<file path="config.mk">
export PLATFORM = sky130hd
export DESIGN_NAME = pio_port_ctrl
export DESIGN_NICKNAME = d
export VERILOG_FILES = /design/src/rtl/pio_pkg.sv /design/src/rtl/pio_rst_sync.sv /design/src/rtl/pio_bus_dec.sv /design/src/rtl/pio_ctrl_reg.sv /design/src/rtl/pio_port_sec.sv /design/src/rtl/pio_port_ctrl.sv
export SDC_FILE = /design/constraint.sdc
export NUM_CORES = 1
export LEC_CHECK = 0
export CORE_UTILIZATION = 31
export DETAILED_ROUTE_END_ITERATION = 8
export DONT_BUFFER_PORTS = 1
export GPL_TIMING_DRIVEN = 0
export PLACE_DENSITY_LB_ADDON = 0.3
export SYNTH_ARGS = -nofsm -noshare
export SYNTH_HDL_FRONTEND = slang
export SYNTH_HIERARCHICAL = 1
export SYNTH_SLANG_ARGS = --single-unit
</file>
<file path="constraint.sdc">
create_clock -name clk -period 3.06 [get_ports clk]
set_input_delay 0.459 -clock clk [delete_from_list [all_inputs] [get_ports clk]]
set_output_delay 0.459 -clock clk [all_outputs]
set_load 0.02 [all_outputs]
</file>
<file path="src/rtl/pio_pkg.sv">
package pio_pkg;
  localparam int PORT_W = 8;
  localparam int HALF_W = PORT_W / 2;
  localparam int SEL_W  = $clog2(PORT_W);

  typedef enum logic [1:0] {
    SEL_A    = 2'b00,
    SEL_B    = 2'b01,
    SEL_C    = 2'b10,
    SEL_CTRL = 2'b11
  } sel_e;

  // control word fields
  localparam int MODE_FLAG = 7;
  localparam int DIR_A     = 4;
  localparam int DIR_CU    = 3;
  localparam int DIR_B     = 1;
  localparam int DIR_CL    = 0;

  localparam logic [PORT_W-1:0] CTRL_RST = 8'h9B;
endpackage

</file>
<file path="src/rtl/pio_rst_sync.sv">
module pio_rst_sync (
  input  logic clk,
  input  logic rst_n,
  output logic rst_l
);
  logic q1, q2;

  always_ff @(posedge clk or negedge rst_n) begin
    if (!rst_n) begin
      q1 <= 1'b0;
      q2 <= 1'b0;
    end else begin
      q1 <= 1'b1;
      q2 <= q1;
    end
  end

  assign rst_l = q2;
endmodule

</file>
<file path="src/rtl/pio_bus_dec.sv">
module pio_bus_dec
  import pio_pkg::*;
(
  input  logic              cs_n,
  input  logic              rd_n,
  input  logic              wr_n,
  input  logic [1:0]        addr,
  input  logic              mode_bit,
  input  logic [SEL_W:0]    bsr_fld,
  output logic              wr_a,
  output logic              wr_b,
  output logic              wr_c,
  output logic              wr_mode,
  output logic [PORT_W-1:0] bsr_en,
  output logic              bsr_val,
  output logic              rd_en
);
  logic wr_act;
  logic wr_ctl;

  assign wr_act  = !cs_n && !wr_n;
  assign rd_en   = !cs_n && !rd_n;
  assign wr_a    = wr_act && (sel_e'(addr) == SEL_A);
  assign wr_b    = wr_act && (sel_e'(addr) == SEL_B);
  assign wr_c    = wr_act && (sel_e'(addr) == SEL_C);
  assign wr_ctl  = wr_act && (sel_e'(addr) == SEL_CTRL);
  assign wr_mode = wr_ctl && mode_bit;
  assign bsr_val = bsr_fld[0];

  always_comb begin
    bsr_en = '0;
    if (wr_ctl && !mode_bit)
      bsr_en[bsr_fld[SEL_W:1]] = 1'b1;
  end
endmodule

</file>
<file path="src/rtl/pio_ctrl_reg.sv">
module pio_ctrl_reg
  import pio_pkg::*;
(
  input  logic              clk,
  input  logic              rst_l,
  input  logic              wr_mode,
  input  logic [PORT_W-1:0] wdata,
  output logic [PORT_W-1:0] ctrl
);
  logic [PORT_W-1:0] ctrl_q, ctrl_d;
  logic              ctrl_en;

  assign ctrl_en = wr_mode;

  always_comb begin
    ctrl_d = ctrl_q;
    if (ctrl_en) ctrl_d = wdata;
  end

  always_ff @(posedge clk or negedge rst_l) begin
    if (!rst_l) ctrl_q <= CTRL_RST;
    else        ctrl_q <= ctrl_d;
  end

  assign ctrl = ctrl_q;
endmodule

</file>
<file path="src/rtl/pio_port_sec.sv">
module pio_port_sec #(
  parameter int W = 8
) (
  input  logic         clk,
  input  logic         rst_l,
  input  logic         clr,
  input  logic         wr_en,
  input  logic [W-1:0] wr_data,
  input  logic [W-1:0] bit_en,
  input  logic         bit_val,
  input  logic         dir_in,
  input  logic [W-1:0] pin_in,
  output logic [W-1:0] pin_out,
  output logic [W-1:0] pin_oe,
  output logic [W-1:0] rd_val
);
  logic [W-1:0] lat_q, lat_d;
  logic [W-1:0] smp_q;
  logic         lat_en;

  assign lat_en = clr || wr_en || (|bit_en);

  always_comb begin
    lat_d = lat_q;
    if (clr)        lat_d = '0;
    else if (wr_en) lat_d = wr_data;
    else begin
      for (int i = 0; i < W; i++)
        if (bit_en[i]) lat_d[i] = bit_val;
    end
  end

  always_ff @(posedge clk or negedge rst_l) begin
    if (!rst_l)      lat_q <= '1;
    else if (lat_en) lat_q <= lat_d;
  end

  always_ff @(posedge clk or negedge rst_l) begin
    if (!rst_l) smp_q <= '0;
    else        smp_q <= pin_in;
  end

  assign pin_out = lat_q;
  assign pin_oe  = {W{~dir_in}};
  assign rd_val  = dir_in ? smp_q : lat_q;
endmodule

</file>
<file path="src/rtl/pio_port_ctrl.sv">
module pio_port_ctrl
  import pio_pkg::*;
(
  input  logic              clk,
  input  logic              rst_n,
  input  logic              cs_n,
  input  logic              rd_n,
  input  logic              wr_n,
  input  logic [1:0]        addr,
  input  logic [PORT_W-1:0] wdata,
  output logic [PORT_W-1:0] rdata,
  input  logic [PORT_W-1:0] pa_in,
  output logic [PORT_W-1:0] pa_out,
  output logic [PORT_W-1:0] pa_oe,
  input  logic [PORT_W-1:0] pb_in,
  output logic [PORT_W-1:0] pb_out,
  output logic [PORT_W-1:0] pb_oe,
  input  logic [PORT_W-1:0] pc_in,
  output logic [PORT_W-1:0] pc_out,
  output logic [PORT_W-1:0] pc_oe
);
  logic              rst_l;
  logic              wr_a, wr_b, wr_c, wr_mode, bsr_val, rd_en;
  logic [PORT_W-1:0] bsr_en;
  logic [PORT_W-1:0] ctrl;
  logic [PORT_W-1:0] rd_a, rd_b, rd_c;

  pio_rst_sync u_rst (
    .clk   (clk),
    .rst_n (rst_n),
    .rst_l (rst_l)
  );

  pio_bus_dec u_dec (
    .cs_n     (cs_n),
    .rd_n     (rd_n),
    .wr_n     (wr_n),
    .addr     (addr),
    .mode_bit (wdata[MODE_FLAG]),
    .bsr_fld  (wdata[SEL_W:0]),
    .wr_a     (wr_a),
    .wr_b     (wr_b),
    .wr_c     (wr_c),
    .wr_mode  (wr_mode),
    .bsr_en   (bsr_en),
    .bsr_val  (bsr_val),
    .rd_en    (rd_en)
  );

  pio_ctrl_reg u_ctrl (
    .clk     (clk),
    .rst_l   (rst_l),
    .wr_mode (wr_mode),
    .wdata   (wdata),
    .ctrl    (ctrl)
  );

  pio_port_sec #(.W(PORT_W)) u_pa (
    .clk     (clk),
    .rst_l   (rst_l),
    .clr     (wr_mode),
    .wr_en   (wr_a),
    .wr_data (wdata),
    .bit_en  ('0),
    .bit_val (1'b0),
    .dir_in  (ctrl[DIR_A]),
    .pin_in  (pa_in),
    .pin_out (pa_out),
    .pin_oe  (pa_oe),
    .rd_val  (rd_a)
  );

  pio_port_sec #(.W(PORT_W)) u_pb (
    .clk     (clk),
    .rst_l   (rst_l),
    .clr     (wr_mode),
    .wr_en   (wr_b),
    .wr_data (wdata),
    .bit_en  ('0),
    .bit_val (1'b0),
    .dir_in  (ctrl[DIR_B]),
    .pin_in  (pb_in),
    .pin_out (pb_out),
    .pin_oe  (pb_oe),
    .rd_val  (rd_b)
  );

  // port C: two independently directed halves
  for (genvar gi = 0; gi < 2; gi++) begin : g_pc
    localparam int DBIT = (gi == 0) ? DIR_CL : DIR_CU;
    pio_port_sec #(.W(HALF_W)) u_half (
      .clk     (clk),
      .rst_l   (rst_l),
      .clr     (wr_mode),
      .wr_en   (wr_c),
      .wr_data (wdata[gi*HALF_W +: HALF_W]),
      .bit_en  (bsr_en[gi*HALF_W +: HALF_W]),
      .bit_val (bsr_val),
      .dir_in  (ctrl[DBIT]),
      .pin_in  (pc_in[gi*HALF_W +: HALF_W]),
      .pin_out (pc_out[gi*HALF_W +: HALF_W]),
      .pin_oe  (pc_oe[gi*HALF_W +: HALF_W]),
      .rd_val  (rd_c[gi*HALF_W +: HALF_W])
    );
  end

  always_comb begin
    rdata = '0;
    if (rd_en) begin
      unique case (sel_e'(addr))
        SEL_A:    rdata = rd_a;
        SEL_B:    rdata = rd_b;
        SEL_C:    rdata = rd_c;
        SEL_CTRL: rdata = ctrl;
      endcase
    end
  end
endmodule

</file>
== Yosys cells after proc, flatten, opt, wreduce, memory -nomap -nowiden ==
Cells that the tools add are included.

* Order comparisons: 2
* Eq/ne operators: 3
* Multiplexer cells: 25
* Bitwise gates (word level): 4
* Reduce and logical (&&, ||, !) cells: 41

{| class="wikitable"
|+ Operator list
! operator !! number
|-
| two-way mux 8 bit || 8
|-
| one-hot mux 8 bit (4 select lines) || 1
|-
| two-way mux 4 bit || 6
|-
| nonzero test 3 bit || 8
|-
| AND reduction 2 bit || 10
|-
| logical AND 1 bit || 9
|-
| two-way mux 1 bit || 9
|-
| OR reduction 4 bit || 2
|-
| logical OR 1 bit || 5
|-
| == test 2 bit, second input constant || 2
|-
| zero test 1 bit || 4
|-
| < comparator 3 x 4 -> 1 bit, second input constant || 1
|-
| NOT 1 bit || 4
|-
| nonzero test 2 bit || 2
|-
| demux 1 bit (select 3 bit) || 1
|-
| >= comparator 3 x 1 -> 1 bit, second input constant || 1
|-
| == test 2 x 1 -> 1 bit, second input constant || 1
|-
| zero test 2 bit || 1
|}

* Register bits: 58
* Input bits: 39
* Word-level logic and storage cells: 92

== Longest topological paths before layout ==
Gate-level depths: netlist of the first run.

* Depth after elaboration: 8
* Gate-level depth with buffers: 5
* Depth with buffers taken out: 4

== By module ==
Netlist of the first run, hierarchy kept.

{| class="wikitable"
|+ Modules (own cells, without submodules)
! module !! times used !! cells an instance !! area each (um^2) !! seq. area each (um^2)
|-
| pio_port_sec (u_pa ...) || 2 || 60 || 773.2 || 410.4
|-
| pio_port_sec (g_pc[0].u_half ...) || 2 || 29 || 375.4 || 205.2
|-
| pio_ctrl_reg || 1 || 17 || 337.8 || 206.4
|-
| pio_port_ctrl || 1 || 30 || 259.0 || 0.0
|-
| pio_bus_dec || 1 || 23 || 152.6 || 0.0
|-
| pio_rst_sync || 1 || 3 || 53.8 || 50.0
|}

== Worst setup path before layout of the first run ==
Ideal clock, no wire load.

* Path kind: input to register
* Start: input cs_n
* End: register u_ctrl.ctrl_q[2] (netlist: u_ctrl/ctrl[2])
* Arrival: 1.814 ns
* Slack: 1.121 ns
* Stages on the path: 4
* Buffers on the path: 2
* Cell sequence: buf_6 > nor3_1 > buf_6 > mux2_4

* Longest elaborated chain between the ends: 4

{| class="wikitable"
|+ RTL lines
! element !! line !! RTL
|-
| start: declaration || pio_port_ctrl.sv:6 || <nowiki>input logic cs_n,</nowiki>
|-
| zero test 1 bit || pio_bus_dec.sv:21 || <nowiki>assign wr_act = !cs_n && !wr_n;</nowiki>
|-
| logical AND 1 bit || pio_bus_dec.sv:21 ||
|-
| logical AND 1 bit || pio_bus_dec.sv:26 || <nowiki>assign wr_ctl = wr_act && (sel_e'(addr) == SEL_CTRL);</nowiki>
|-
| logical AND 1 bit || pio_bus_dec.sv:27 || <nowiki>assign wr_mode = wr_ctl && mode_bit;</nowiki>
|-
| net wr_mode || pio_port_ctrl.sv:23 || <nowiki>logic wr_a, wr_b, wr_c, wr_mode, bsr_val, rd_en;</nowiki>
|-
| end signal: assignment || pio_ctrl_reg.sv:22 || <nowiki>else ctrl_q <= ctrl_d;</nowiki>
|-
| end: declaration || pio_ctrl_reg.sv:10 || <nowiki>logic [PORT_W-1:0] ctrl_q, ctrl_d;</nowiki>
|}

The timed path passes the listed nets, and every way through them passes these cells.
A chain may end at the register's enable or synchronous reset.

== Worst setup path in the final report of the first run ==
* Start: register u_ctrl.ctrl_q[4] (netlist: u_ctrl/ctrl[4])
* End: output rdata[7]

* Longest elaborated chain between the ends: 3

{| class="wikitable"
|+ RTL lines
! element !! line !! RTL
|-
| two-way mux 8 bit || pio_port_sec.sv:45 || <nowiki>assign rd_val = dir_in ? smp_q : lat_q;</nowiki>
|-
| net rd_a[7] || pio_port_ctrl.sv:26 || <nowiki>logic [PORT_W-1:0] rd_a, rd_b, rd_c;</nowiki>
|-
| one-hot mux 8 bit (4 select lines) || pio_port_ctrl.sv:110 || <nowiki>unique case (sel_e'(addr))</nowiki>
|-
| two-way mux 8 bit || pio_port_ctrl.sv:109 || <nowiki>if (rd_en) begin</nowiki>
|-
| end: declaration || pio_port_ctrl.sv:11 || <nowiki>output logic [PORT_W-1:0] rdata,</nowiki>
|}

The timed path passes the listed nets, and every way through them passes these cells.

==> run_results.csv, run 1 <==
group,metric,value,unit
setup_path,worst_ep_required_time,2600,ps
setup_path,critPathLaunchType,"register",
sta,fmax,424.0,MHz
clock_network,htreeDepth,3,
final_layout,drive_gt1_frac,0.4021,
sta,timing.hold.ws,139.5,ps
detailed_routing,wl_per_cell,18.27,um
synth,ys_ff_latch,58,
synth,yosysWarningCount,6,
min_path,hp-class,"in -> reg",
detailed_routing,ant_nets,0,
pwr,cellPowerDensity,640.8,nW/um^2
place,portBuffers,0,
sta,setup_viol,0,
synth,async_reset_ff_frac,1.000,
final_layout,layout.nets,320,
place,dpl_cell_area,3358,um^2
sta,hold_viol_final,0,
global_route,antenna_found_initial,0,
synth,ys_types,26,
setup_path,slowest_stage,"dfstp_2",
synth,avgSynthCellArea,12.35,um^2
setup_path,worstPathArrival,1900,ps
synth,syn_area,3100,um^2
synth,synth_top_cell_by_area,"dfstp_2",
setup_path,critPathMaxStageDelay,560,ps
pwr,leakage,1.449,nW
clock_network,clk_latency,340,ps
setup_path,crit_type,"reg -> out",
final_layout,fin_util,0.3643,
setup_path,r2r-start,"g_pc[1].u_half/pin_out[1]$_DFFE_PN1P_",
synth,ys.flop_type,"dfstp_2",
place,dpl_worst_slack,673.3,ps
sta,worstMarginPinSlew,1327,ps
clock_network,postCtsResizedCells,0,
setup_path,cp_top_family,"multiplexers",
place,routabilityCongestion,0.7971,
setup_path,rr_endpoint,"g_pc[1].u_half/pin_out[1]$_DFFE_PN1P_",
synth,synth_top_area_frac,0.2458,
pwr,vdd_drop_max,227.2,uV
setup_path,worst-r2r-cell-count,2,
flow_run,maxCapViolations,0,
setup_path,reg2reg_slack,1970,ps
sta,setup_tns,0,ps
setup_path,path_cells,"buf_6, mux2_2, mux2i_1, o22ai_1",
place,hpwlAfterDp,5.586,mm
sta,rsz0062_at_grt,"no",
detailed_routing,num_vias,1954,
die,coreArea,9729,um^2
sta,maxSlewViolCount,0,
detailed_routing,vias_per_cell,4.663,
die,start_util,0.3187,
detailed_routing,firstDrtPassIters,4,
detailed_routing,post-route-drc-count,0,
clock_network,clk_path_buf_depth,2,
clock_network,clockRootBuffer,"clkbuf_8",
min_path,hold_end,"u_pb/smp_q[6]$_DFF_PN0_",
synth,synthCells,251,
final_layout,n_antenna_cell,0,
sta,fin_skew,15.47,ps
global_route,track_usage,0.1564,
outcome,status,"finished, final reports clean",
min_path,hold_path_depth,0,
pwr,total_power,2.272,mW
synth,synth.most_common_cell,"mux2i_1",
sta,min_period,2359,ps
synth,synth_common_cells,"40 x mux2i_1, 29 x dfrtp_1, 29 x dfstp_2",
synth,ys_top_cells_by_area,"dfstp_2 25%, dfrtp_1 23%, mux2i_1 13%",
final_layout,final_cell_area,3545,um^2
setup_path,crit_fanout,9,
synth,synth_edf_count,0,
synth,ys_seq_area_frac,0.4798,
clock_network,numCtsBuffers,9,
detailed_routing,drt_iter0_markers,68,
die,fp.dieH,102.0,um
sta,min_period_over_period,0.7708,
setup_path,worst-path-buf-inv,1,
global_route,grt-ovfl-total,0,
clock_network,cts_tree,"done",
die,die-area,10410,um^2
final_layout,area_delta_synth_final,14.33,%
place,place_inst,402,
die,io_pins,95,
clock_network,numClockSinks,58,
die,die_w,102.0,um
global_route,grt_pass1_wl,11.67,mm
min_path,min_from,"pb_in[6]",
sta,slew-limit-headroom,0.1087,
global_route,first_global_vias,2091,
setup_path,crit_path_end_kind,"primary output",
die,row_count,36,
sta,setup_slack,701.3,ps
detailed_routing,wl,7.656,mm
clock_network,clk_pin_slew,80,ps
final_layout,final-instance-count-excl-fill,419,
global_route,grt_max_degree,34,
==> repair_timing <==
item,CTS,global route
hold endpoints to repair,2,0
hold buffers,1,0
setup buffers,0,0
==> sequential cells by signal, indices dropped and copies added, names as in the netlist, 8 cells and up <==
name,count
g_pc.u_half/pin_out,8
g_pc.u_half/smp_q,8
u_ctrl/ctrl,8
u_pa/pin_out,8
u_pa/smp_q,8
u_pb/pin_out,8
u_pb/smp_q,8
==> worst max-delay path by stage <==
stage,from,end,cells past startpoint
2_1_floorplan,cs_n,u_ctrl/ctrl[2]$_DFFE_PN0P_,4
3_3_place_gp,cs_n,u_pa/pin_out[5]$_DFFE_PN1P_,4
3_5_place_dp,cs_n,g_pc[1].u_half/pin_out[1]$_DFFE_PN1P_,4
4_1_cts,u_ctrl/ctrl[4]$_DFFE_PN1P_,rdata[7],4
5_1_grt,u_ctrl/ctrl[4]$_DFFE_PN1P_,rdata[6],4
6_report,u_ctrl/ctrl[4]$_DFFE_PN1P_,rdata[7],4
==> layout make-up <==
cell class	count	area, um^2
plain buffers	33	265.3
clock buffers	9	123.9
clock inverters	7	46.29
fillers	974	6185
inverters	8	30.03
multi-input cells	169	1394
flip-flops and latches	58	1489
well taps	133	166.4
repair buffers	2	30.03
==> power by group <==
| group | internal [mW] | leakage [nW] | total (mW) | switching [mW] |
|---|---|---|---|---|
| clock network | 0.290 | 0.0810 | 0.612 | 0.322 |
| registers | 0.916 | 0.643 | 1.08 | 0.162 |
| logic | 0.288 | 0.725 | 0.581 | 0.293 |
==> cells by family after synthesis <==
| logic type | count (synthesis) | synth area share |
|---|---|---|
| AND/OR/NAND/NOR | 46 | 0.09322 |
| flip-flops | 58 | 0.4798 |
| buffers and inverters | 41 | 0.09524 |
| multiplexers | 72 | 0.2550 |
| AO/OA/AOI/OAI | 32 | 0.07425 |
| other | 2 | 0.002422 |
==> per-layer routing <==
metal	wire, um	up-vias	GRT usage
met2	3673	75	0.2504
met3	636	4	0.06772
met1	3299	951	0.1910
li1	-	924	-
met5	0	-	0
met4	46	0	0.04615
==> cells in the final DEF (no fill, tap or decap), drive strengths merged <==
cell type,n
mux2,32
inv,8
dfrtp,29
nand3,1
or4,1
clkinvlp,3
o22ai,8
nand2,2
dfstp,29
nor3,4
clkinv,4
buf,34
a211oi,24
nor2b,24
nand4bb,1
dlygate4sd3,1
nor4b,2
nor4,5
conb,19
mux2i,40
nor2,2
clkbuf,9
nand2b,4
==> worst register-to-register path, stage by stage, from the launching register on <==
cell	delay, ps
dfstp_2	620
mux2i_1	100
a211oi_1	280
No activity file was read; power rests on OpenSTA's default activity.
==> run 2, diff against run 1 <==
clock period = 1.9 ns   (was 3.06 ns; I/O delays follow)
==> run 2 against run 1 <==
  * The run now ends with negative setup slack left
  * Core utilization rose by 5.5 points
  * Critical path depth unchanged
  * Hold slack got worse by 53 ps
  * Total power up 74%
  * Largest power group unchanged
  * Global-route usage up 0.54 points
  * Combinational power rose by 110%
  * Design area rose by 15%
  * Sequential power increased by 61%
==> run_results.csv, run 2 (same netlist as run 1, synthesis figures left out) <==
group,metric,value,unit
outcome,status,"complete, but fails checks",
outcome,violations,"negative setup slack",
global_route,grt_max_degree,34,
sta,slew-limit-headroom,0.1344,
sta,hold_viol_final,0,
final_layout,layout_commonest_cell,"dfstp_2",
setup_path,path_cells,"buf_8, mux2_2, mux2i_4, o22ai_4",
detailed_routing,firstDrtPassIters,4,
clock_network,numCtsBuffers,9,
detailed_routing,wl_per_cell,17.99,um
sta,setup_slack,-137.3,ps
clock_network,clk_pin_slew,80,ps
sta,maxSlewViolCount,0,
setup_path,worst-path-buf-inv,1,
final_layout,n_antenna_cell,0,
setup_path,slowest_stage,"dfstp_2",
flow_run,maxCapViolations,0,
setup_path,crit_path_end_kind,"primary output",
pwr,vdd_drop_max,394.9,uV
min_path,hp-class,"in -> reg",
die,die_w,102.0,um
place,routabilityCongestion,0.7971,
sta,timing.hold.ws,86.59,ps
sta,worstMarginPinSlew,1288,ps
global_route,antenna_found_initial,0,
clock_network,htreeDepth,3,
setup_path,r2r-start,"g_pc[1].u_half/pin_out[1]$_DFFE_PN1P_",
setup_path,rr_endpoint,"g_pc[1].u_half/pin_out[1]$_DFFE_PN1P_",
detailed_routing,wl,8.077,mm
place,hpwlAfterDp,5.586,mm
clock_network,clk_latency,340,ps
sta,fin_skew,15.30,ps
detailed_routing,drt_iter0_markers,55,
sta,min_period,2037,ps
setup_path,reg2reg_slack,810,ps
final_layout,final_cell_mix,"29 x dfstp_2, 28 x mux2i_1, 28 x buf_4, 28 x dfrtp_1, 25 x dlygate4sd3_1",
final_layout,final-instance-count-excl-fill,449,
sta,fmax,490.8,MHz
setup_path,cp-startpoint,"u_ctrl/ctrl[4]$_DFFE_PN1P_",
die,coreArea,9729,um^2
setup_path,cp_top_family,"multiplexers",
final_layout,drive_gt1_frac,0.4494,
global_route,track_usage,0.1618,
die,start_util,0.3187,
sta,setup_tns,-775.3,ps
pwr,cellPowerDensity,971.8,nW/um^2
setup_path,worst-r2r-cell-count,2,
setup_path,critPathMaxStageDelay,550,ps
setup_path,crit_fanout,9,
setup_path,worstPathArrival,1750,ps
clock_network,clockRootBuffer,"clkbuf_8",
die,row_count,36,
place,portBuffers,0,
sta,min_period_over_period,1.072,
final_layout,area_delta_synth_final,31.56,%
sta,rsz0062_at_grt,"yes",
detailed_routing,vias_per_cell,4.637,
clock_network,cts_tree,"done",
detailed_routing,num_vias,2082,
setup_path,worst_ep_required_time,1620,ps
final_layout,final_cell_area,4079,um^2
place,dpl_worst_slack,-312.7,ps
die,fp.dieH,102.0,um
clock_network,numClockSinks,58,
pwr,leakage,1.592,nW
setup_path,critPathLaunchType,"register",
min_path,min_from,"wdata[4]",
place,place_inst,402,
die,die-area,10410,um^2
sta,setup_viol,8,
place,dpl_cell_area,3358,um^2
global_route,grt-ovfl-total,0,
min_path,hold_end,"u_ctrl/ctrl[4]$_DFFE_PN1P_",
min_path,hold_path_depth,1,
global_route,grt_pass1_wl,12.20,mm
final_layout,layout.nets,350,
detailed_routing,post-route-drc-count,0,
detailed_routing,ant_nets,0,
global_route,first_global_vias,2214,
clock_network,clk_path_buf_depth,2,
setup_path,crit_type,"reg -> out",
die,io_pins,95,
[run 2: worst reg2reg max path: stages, from the launching register on]
cell and delay (ps):
dfstp_2 620, mux2i_1 100, a211oi_1 270
[run 2: area by class of cell]
type                            instances  area [um^2]
Fill cell                             946         5650
Multi-Input combinational cell        169         1635
Sequential cell                        58         1489
Timing Repair Buffer                   32        319.1
Buffer                                 33        269.0
Tap cell                              133        166.4
Clock buffer                            9        123.9
Clock inverter                          7        46.29
Inverter                                8        30.03
[run 2: through the flow]
stage,power [mW],utilization
4_1_cts,3.914,0.4059
3_3_place_gp,2.689,0.3423
6_report,3.964,0.4192
3_5_place_dp,2.706,0.3452
2_1_floorplan,2.523,-
5_1_grt,4.175,0.4192
[run 2: worst max path at each step]
stage / depth (start not counted) / slack (ps) / end
final: 4 / -140 / rdata[7]
after global routing: 4 / -210 / rdata[7]
after floorplan: 4 / 140 / u_ctrl/ctrl[2]$_DFFE_PN0P_
after CTS: 4 / -170 / rdata[7]
after global placement: 0 / -570 / u_pa/smp_q[3]$_DFF_PN0_
after detailed placement: 4 / -310 / g_pc[1].u_half/pin_out[1]$_DFFE_PN1P_
[run 2: layer usage]
metal  wire length, um  up-vias  GRT usage
met3               612        6    0.06293
li1                  -      989          -
met1              3503     1014     0.2047
met2              3876       73     0.2566
met4                85        0    0.04615
met5                 0        -          0
[run 2: what timing repair did]
item	4_1_cts	5_1_grt
pin swaps	1	0
setup buffers	4	1
resized for setup	24	18
cloned	1	0
hold buffers	25	0
hold endpoints to repair	26	0
endpoints found under the setup margin	8	16
[run 2: where the power goes]
| part | internal, mW | switching [mW] |
|---|---|---|
| logic | 0.632 | 0.603 |
| registers | 1.48 | 0.265 |
| clock network | 0.466 | 0.522 |
| total | 2.57 | 1.39 |
